==> src/rtl/spi_stat_pkg.sv <==
package spi_stat_pkg;
  localparam int STAT_W  = 8;
  localparam int FLAG_N  = 4;
  localparam int B_IRQ   = 7;
  localparam int B_OVR   = 6;
  localparam int B_COL   = 5;
  localparam int B_ABT   = 4;
  localparam int B_BUSY  = 1;
  localparam int B_SS    = 0;
  localparam int FLAG_LO = B_ABT;
endpackage

==> src/rtl/ss_sync.sv <==
module ss_sync (
  input  logic clk,
  input  logic rst_n,
  input  logic pin,
  output logic level,
  output logic rise
);
  logic s1_q, s2_q, prev_q;

  always_ff @(posedge clk or negedge rst_n) begin
    if (!rst_n) begin
      s1_q   <= 1'b1;
      s2_q   <= 1'b1;
      prev_q <= 1'b1;
    end else begin
      s1_q   <= pin;
      s2_q   <= s1_q;
      prev_q <= s2_q;
    end
  end

  assign level = s2_q;
  assign rise  = s2_q & ~prev_q;
endmodule

==> src/rtl/abort_detect.sv <==
module abort_detect #(
  parameter int CNT_W = 4
) (
  input  logic             enable,
  input  logic             slave_mode,
  input  logic             ss_rise,
  input  logic [CNT_W-1:0] bit_cnt,
  input  logic [CNT_W-1:0] num_bits,
  output logic             abort
);
  logic partial;

  always_comb begin
    partial = (bit_cnt != '0) && (bit_cnt < num_bits);
    abort   = enable && slave_mode && ss_rise && partial;
  end
endmodule

==> src/rtl/flag_cell.sv <==
module flag_cell (
  input  logic clk,
  input  logic rst_n,
  input  logic enable,
  input  logic set,
  input  logic clr,
  output logic q
);
  logic d;

  always_comb begin
    if (!enable)   d = 1'b0;
    else if (set)  d = 1'b1;
    else if (clr)  d = 1'b0;
    else           d = q;
  end

  always_ff @(posedge clk or negedge rst_n) begin
    if (!rst_n) q <= 1'b0;
    else        q <= d;
  end
endmodule

==> src/rtl/spi_stat_flags.sv <==
module spi_stat_flags
  import spi_stat_pkg::*;
#(
  parameter int CNT_W = 4
) (
  input  logic              clk,
  input  logic              rst_n,
  input  logic              enable,
  input  logic              slave_mode,
  input  logic              ss_n_pin,
  input  logic              xfer_done,
  input  logic              overrun_evt,
  input  logic              fault_evt,
  input  logic              sw_trigger,
  input  logic              xfer_busy,
  input  logic [CNT_W-1:0]  bit_cnt,
  input  logic [CNT_W-1:0]  num_bits,
  input  logic              wr_en,
  input  logic [STAT_W-1:0] wr_data,
  output logic [STAT_W-1:0] stat,
  output logic              irq
);
  logic              ss_level, ss_rise, abort;
  logic [FLAG_N-1:0] set_v, clr_v, flag_q;
  logic              unused_low_wr;

  assign unused_low_wr = ^wr_data[FLAG_LO-1:0];

  ss_sync u_sync (
    .clk   (clk),
    .rst_n (rst_n),
    .pin   (ss_n_pin),
    .level (ss_level),
    .rise  (ss_rise)
  );

  abort_detect #(.CNT_W(CNT_W)) u_abort (
    .enable     (enable),
    .slave_mode (slave_mode),
    .ss_rise    (ss_rise),
    .bit_cnt    (bit_cnt),
    .num_bits   (num_bits),
    .abort      (abort)
  );

  always_comb begin
    set_v[B_IRQ-FLAG_LO] = xfer_done | sw_trigger | abort;
    set_v[B_OVR-FLAG_LO] = overrun_evt;
    set_v[B_COL-FLAG_LO] = fault_evt;
    set_v[B_ABT-FLAG_LO] = abort;
    clr_v = {FLAG_N{wr_en}} & wr_data[STAT_W-1:FLAG_LO];
  end

  for (genvar g = 0; g < FLAG_N; g++) begin : g_flag
    flag_cell u_cell (
      .clk    (clk),
      .rst_n  (rst_n),
      .enable (enable),
      .set    (set_v[g]),
      .clr    (clr_v[g]),
      .q      (flag_q[g])
    );
  end

  always_comb begin
    stat = '0;
    stat[STAT_W-1:FLAG_LO] = flag_q;
    stat[B_BUSY] = enable & xfer_busy;
    stat[B_SS]   = enable ? ss_level : 1'b1;
  end

  assign irq = flag_q[B_IRQ-FLAG_LO];
endmodule

==> config.mk <==
export PLATFORM = sky130hd
export DESIGN_NAME = spi_stat_flags
export DESIGN_NICKNAME = d
export VERILOG_FILES = /design/src/rtl/spi_stat_pkg.sv /design/src/rtl/ss_sync.sv /design/src/rtl/abort_detect.sv /design/src/rtl/flag_cell.sv /design/src/rtl/spi_stat_flags.sv
export SDC_FILE = /design/constraint.sdc
export NUM_CORES = 1
export LEC_CHECK = 0
export BUFFER_PORTS_ARGS = -buffer_cell sky130_fd_sc_hd__buf_2
export CAP_MARGIN = 20
export CORE_AREA = 2 2 39 41
export CTS_CLUSTER_SIZE = 20
export DETAILED_ROUTE_END_ITERATION = 12
export DIE_AREA = 0 0 41 43
export GPL_ROUTABILITY_DRIVEN = 0
export GPL_TIMING_DRIVEN = 1
export PLACE_DENSITY = 0.66
export RECOVER_POWER = 25
export SYNTH_ARGS = -nofsm -noshare
export SYNTH_HDL_FRONTEND = slang
export SYNTH_SLANG_ARGS = --single-unit
==> constraint.sdc <==
create_clock -name clk -period 1.44 [get_ports clk]
set_clock_uncertainty 0.1 [all_clocks]
set_input_delay 0.144 -clock clk [delete_from_list [all_inputs] [get_ports clk]]
set_output_delay 0.144 -clock clk [all_outputs]
set_load 0.1 [all_outputs]
==> flow_metrics.py, run 1 <==
metrics = {
    "finish": {
        "drive_above_1_share": 0.521,
        "layout_common_cells": "27 x buf_2, 5 x nand2_1",
        "antenna_cells": 0,
        "nets": 102,
        "final_common_cell": "buf_2",
        "area_delta_synth_final_pct": 46.1,
        "fin_area_um2": 587,
    },
    "grt": {
        "first_global_vias": 334,
        "overflow": 0,
        "grt_max_degree": 8,
        "track_usage": 0.106,
        "antenna_found_initial": 0,
        "grt_pass1_wl_um": 1200,
    },
    "clocking": {
        "post-cts-setup-buffers": 0,
        "cts-resized-gates": 0,
        "tritoncts": "done",
        "clock_path_buffers": 2,
        "hold_buffers": 2,
        "numCtsBuffers": 3,
        "cts.sinks": 7,
        "clk_pin_slew_ns": 0.05,
        "cts_max_level": 1,
        "cts-root-buf": "clkbuf_4",
        "clk_latency_ns": 0.24,
    },
    "timing": {
        "rsz0062_at_grt": "no",
        "final_max_slew_viol_count": 0,
        "finalHoldViolations": 0,
        "fin_crit_sh": 0.938,
        "finalSetupViolCount": 0,
        "period_needed_ns": 1.35,
        "setup_tns_ns": 0,
        "setup_ws_ns": 0.0894,
        "hold_slack_ns": 0.0226,
        "max_freq_mhz": 740,
    },
    "die": {
        "ios": 36,
        "coreArea_mm2": 0.00138,
        "rows": 14,
        "die_w_um": 41,
        "die-area_mm2": 0.00176,
        "start_util": 0.290,
        "die_h_um": 43,
    },
    "route": {
        "routed_wl_um": 851,
        "vias": 369,
        "dr.pass1.iters": 2,
        "postRouteAntennaNets": 0,
        "routedWlPerCell_um": 9.78,
        "drc_errors": 0,
        "drtIter0Drc": 3,
        "via_per_inst": 4.24,
    },
    "worst_setup_path": {
        "r2r_cells": 4,
        "cp_slowest_stage_delay_ns": 0.54,
        "crit_chain": "or2b_1 > buf_12",
        "end_kind": "output port",
        "cp_top_family": "flip-flops",
        "worstPathMaxFanout": 3,
        "cp.buffers_inverters": 1,
        "crit_arrival_ns": 1.11,
        "regToRegStartpoint": "u_sync.level",
        "endpoint": "stat[0]",
        "worstSetupStartpointType": "flip-flop",
        "crit_type": "flip-flop to output port",
        "cp-startpoint": "u_sync.level",
        "worst-path-stages": 2,
        "regToRegSetupSlack_ns": 0.32,
        "cp.required_ns": 1.20,
        "slowest_stage": "dfstp_2",
        "reg2reg_to": "g_flag[3].u_cell.q",
    },
    "pwr": {
        "switching_share": 0.376,
        "power.density_mw_per_mm2": 1020,
        "p_comb_frac": 0.348,
        "p_seq_frac": 0.365,
        "p_switching_w": 0.000224,
        "cellLeakagePower_nw": 0.318,
        "internal-power_w": 0.000372,
        "p_total_w": 0.000597,
        "ir_drop_mv": 0.826,
        "pwr-share-clk": 0.287,
    },
    "yosys": {
        "yosys_warnings": 0,
        "synth_cell_types": 21,
        "synth_compound_area_frac": 0.118,
        "synth_cells": 41,
        "ys_ff_latch": 7,
        "synth_area_um2": 402,
        "yosysSeqAreaShare": 0.445,
        "synthSimpleGateAreaFrac": 0.193,
        "synthAdderAreaFrac": 0.0935,
        "synth_top_family_by_area": "simple AND/OR/NAND/NOR gates",
        "syn_area_per_cell_um2": 9.80,
        "muxShareOfSynthArea": 0,
        "synthXorXnorAreaFrac": 0,
    },
    "placement": {
        "place_ws_ns": 0.325,
        "port_buffers": 29,
        "dpl_cell_area_um2": 542,
        "hpwl_um": 719,
    },
    "status": {
        "outcome": "completed",
    },
    "min_path": {
        "worstHoldPathType": "primary input to flip-flop",
    },
    "run": {
        "maxCapViolCount": 0,
    },
}
## worst min-delay path by stage
stage / from / end / slack, ns / cells after the start
finish: xfer_done / g_flag[3].u_cell.q / 0.02 / 3
global route: overrun_evt / g_flag[2].u_cell.q / 0.04 / 3
CTS: xfer_done / g_flag[3].u_cell.q / 0.02 / 3
detailed placement: rst_n / g_flag[1].u_cell.q / -0.12 / 1
global placement: rst_n / g_flag[0].u_cell.q / -0.12 / 1
floorplan: rst_n / g_flag[0].u_cell.q / -0.25 / 0
## cell families (layout without fill, tap and decap cells)
group | Yosys count | in the layout
AO/OA/AOI/OAI | 7 | 7
other | 1 | 2
buffers and inverters | 9 | 38
AND/OR/NAND/NOR | 14 | 14
adder cells (fa/ha/maj) | 3 | 3
flip-flops | 7 | 7
## power by group through the flow
stage / Sequential (W) / Clock, W / Combinational (W)
4_1_cts: 0.000218 / 0.000176 / 0.000210
6_report: 0.000218 / 0.000171 / 0.000207
3_5_place_dp: 0.000221 / 0 / 0.000205
3_3_place_gp: 0.000220 / 0 / 0.000201
5_1_grt: 0.000219 / 0.000197 / 0.000220
2_1_floorplan: 0.000237 / 0 / 0.000142
## routing by layer
metal	vias to the layer above	global-route usage	part of all wire
met4	0	0.0400	0
met3	0	0.0628	0.098
li1	190	-	-
met5	-	0	0
met1	158	0.105	0.42
met2	21	0.172	0.49
## worst reg2reg max path, delay by kind of cell (launching register included)
kind | cells | cell delay, ns
AOI/OAI and AO/OA | 1 | 0.10
DFF | 1 | 0.54
and+or+nand+nor | 3 | 0.31
## state kept, by name, summed over array words and instances (netlist names)
| name | cells |
|---|---|
| u_sync.level | 1 |
| u_sync.prev_q | 1 |
| g_flag.u_cell.q | 4 |
| u_sync.s1_q | 1 |
## cells in the mapped netlist
library cell / n / share of area
o31ai_1: 1 / 0.019
nand4b_1: 1 / 0.022
nor2b_1: 2 / 0.031
nand3_1: 1 / 0.012
nand2_1: 5 / 0.047
a211oi_2: 1 / 0.031
conb_1: 1 / 0.0093
and2_2: 1 / 0.019
dfrtp_1: 4 / 0.25
nor4_1: 1 / 0.016
o21ai_0: 1 / 0.012
ha_1: 3 / 0.093
a21oi_1: 2 / 0.025
inv_1: 3 / 0.028
a21boi_0: 1 / 0.019
nor3_1: 1 / 0.012
buf_4: 6 / 0.11
or2b_1: 1 / 0.019
nand2b_1: 1 / 0.016
o21ai_1: 1 / 0.012
dfstp_2: 3 / 0.20
## cell type report
| cell class | instances | area, µm² |
|---|---|---|
| Fill cell | 142 | 797 |
| Sequential cell | 7 | 180 |
| Timing Repair Buffer | 31 | 179 |
| Multi-Input combinational cell | 26 | 170 |
| Clock buffer | 4 | 26.3 |
| Tap cell | 16 | 20.0 |
| Inverter | 3 | 11.3 |
## per-stage QoR
stage                     cells  utilization
after CTS                    87        0.425
after global placement       81        0.392
after detailed placement     81        0.392
after floorplan              42            -
after global routing         87        0.424
final                        87        0.424
(Power assumes the default switching activity.)
==> run 2: changes to the inputs <==
- MAX_ROUTING_LAYER: default -> met4
- TNS_END_PERCENT: default -> 5
==> run 2 against run 1 <==
Net effect: first-iteration DRC count stayed put; global-route usage is 0.26 points higher; utilization stayed put; sequential power hardly changed; sequential cell count stayed put; total power hardly changed; non-clock buffer count stayed put; clock power hardly changed; critical endpoint unchanged; highest routed layer is now met4.
==> flow_metrics.py, run 2 (same netlist as run 1, synthesis figures left out) <==
metrics = {
    "status": {
        "outcome": "completed",
    },
    "finish": {
        "top_register": "g_flag.u_cell.q",
        "area_delta_synth_final_pct": 46.1,
        "largest_reg_flops": 4,
        "antenna_cells": 0,
        "nets": 102,
        "drive_above_1_share": 0.521,
        "final_common_cell": "buf_2",
        "layout_common_cells": "27 x buf_2, 5 x nand2_1",
        "fin_area_um2": 587,
    },
    "timing": {
        "max_freq_mhz": 740,
        "fin_crit_sh": 0.938,
        "rsz0062_at_grt": "no",
        "hold_slack_ns": 0.0221,
        "finalSetupViolCount": 0,
        "setup_tns_ns": 0,
        "final_max_slew_viol_count": 0,
        "finalHoldViolations": 0,
        "period_needed_ns": 1.35,
    },
    "die": {
        "die-area_mm2": 0.00176,
        "ios": 36,
        "coreArea_mm2": 0.00138,
        "die_h_um": 43,
        "die_w_um": 41,
        "start_util": 0.290,
        "rows": 14,
    },
    "worst_setup_path": {
        "worstPathMaxFanout": 3,
        "end_kind": "output port",
        "crit_arrival_ns": 1.11,
        "cp.required_ns": 1.20,
        "worstSetupStartpointType": "flip-flop",
        "crit_type": "flip-flop to output port",
    },
    "pwr": {
        "cellLeakagePower_nw": 0.318,
        "ir_drop_mv": 0.828,
        "power.density_mw_per_mm2": 1020,
    },
    "min_path": {
        "worstHoldPathType": "primary input to flip-flop",
    },
    "route": {
        "routed_wl_um": 852,
        "dr.pass1.iters": 2,
        "vias": 371,
        "via_per_inst": 4.26,
        "postRouteAntennaNets": 0,
        "routedWlPerCell_um": 9.79,
        "drtIter0Drc": 3,
        "drc_errors": 0,
    },
    "placement": {
        "hpwl_um": 719,
        "port_buffers": 29,
        "dpl_cell_area_um2": 542,
    },
    "grt": {
        "antenna_found_initial": 0,
        "overflow": 0,
        "track_usage": 0.109,
        "grt_pass1_wl_um": 1200,
        "grt_max_degree": 8,
        "first_global_vias": 331,
    },
    "clocking": {
        "cts-root-buf": "clkbuf_4",
        "clock_path_buffers": 2,
        "clk_pin_slew_ns": 0.05,
        "clk_latency_ns": 0.24,
        "cts_max_level": 1,
        "tritoncts": "done",
        "cts.sinks": 7,
        "numCtsBuffers": 3,
        "post-cts-setup-buffers": 0,
    },
    "run": {
        "maxCapViolCount": 0,
    },
}
==> run 2: stage by stage <==
| stage | setup slack (ns) | utilization | power (W) | cells |
|---|---|---|---|---|
| after floorplan | 0.00228 | - | 0.000379 | 42 |
| after global placement | 0.326 | 0.392 | 0.000421 | 81 |
| after detailed placement | 0.325 | 0.392 | 0.000426 | 81 |
| after CTS | 0.0701 | 0.425 | 0.000603 | 87 |
| after global routing | 0.0262 | 0.424 | 0.000636 | 87 |
| final | 0.0888 | 0.424 | 0.000597 | 87 |
==> run 2: critical path, stage by stage, from the launching register on <==
cell,delay (ns)
dfstp_2,0.54
or2b_1,0.15
buf_12,0.18
==> run 2: routing by layer <==
metal  part of all wire  global-route usage  vias up
li1                   -                   -      190
met1               0.42               0.105      158
met2               0.48               0.172       21
met3              0.097              0.0628        2
met4             0.0047              0.0400        0
met5                  0                   -        -
==> run 2: power by group <==
group          total (W)  internal [W]  switching (W)
Sequential      0.000218      0.000212     0.00000543
Combinational   0.000207     0.0000546       0.000153
Clock           0.000172      0.000105      0.0000665
==> run 2: layout make-up <==
class                      count  area, µm²
fill                         142        797
sequential                     7        180
tap                           16       20.0
clock buffer                   4       26.3
timing repair buffer          31        179
multi-input combinational     26        170
inverter                       3       11.3
==> run 2: timing repair <==
action,in CTS,in global routing
endpoints found under the hold margin,8,0
resized for setup,0,0
hold buffers,2,0
endpoints found under the setup margin,0,0
==> run 2: final timing paths <==
kind                       slack, ns          from  cells after the start                 end
max                             0.09  u_sync.level                      2             stat[0]
min                             0.02     xfer_done                      3  g_flag[3].u_cell.q
max reg2reg                     0.32  u_sync.level                      4  g_flag[3].u_cell.q
min reg2reg                     0.25   u_sync.s1_q                      0        u_sync.level
max in group asynchronous       0.71         rst_n                      2        u_sync.level
min in group asynchronous       0.21         rst_n                      2  g_flag[0].u_cell.q
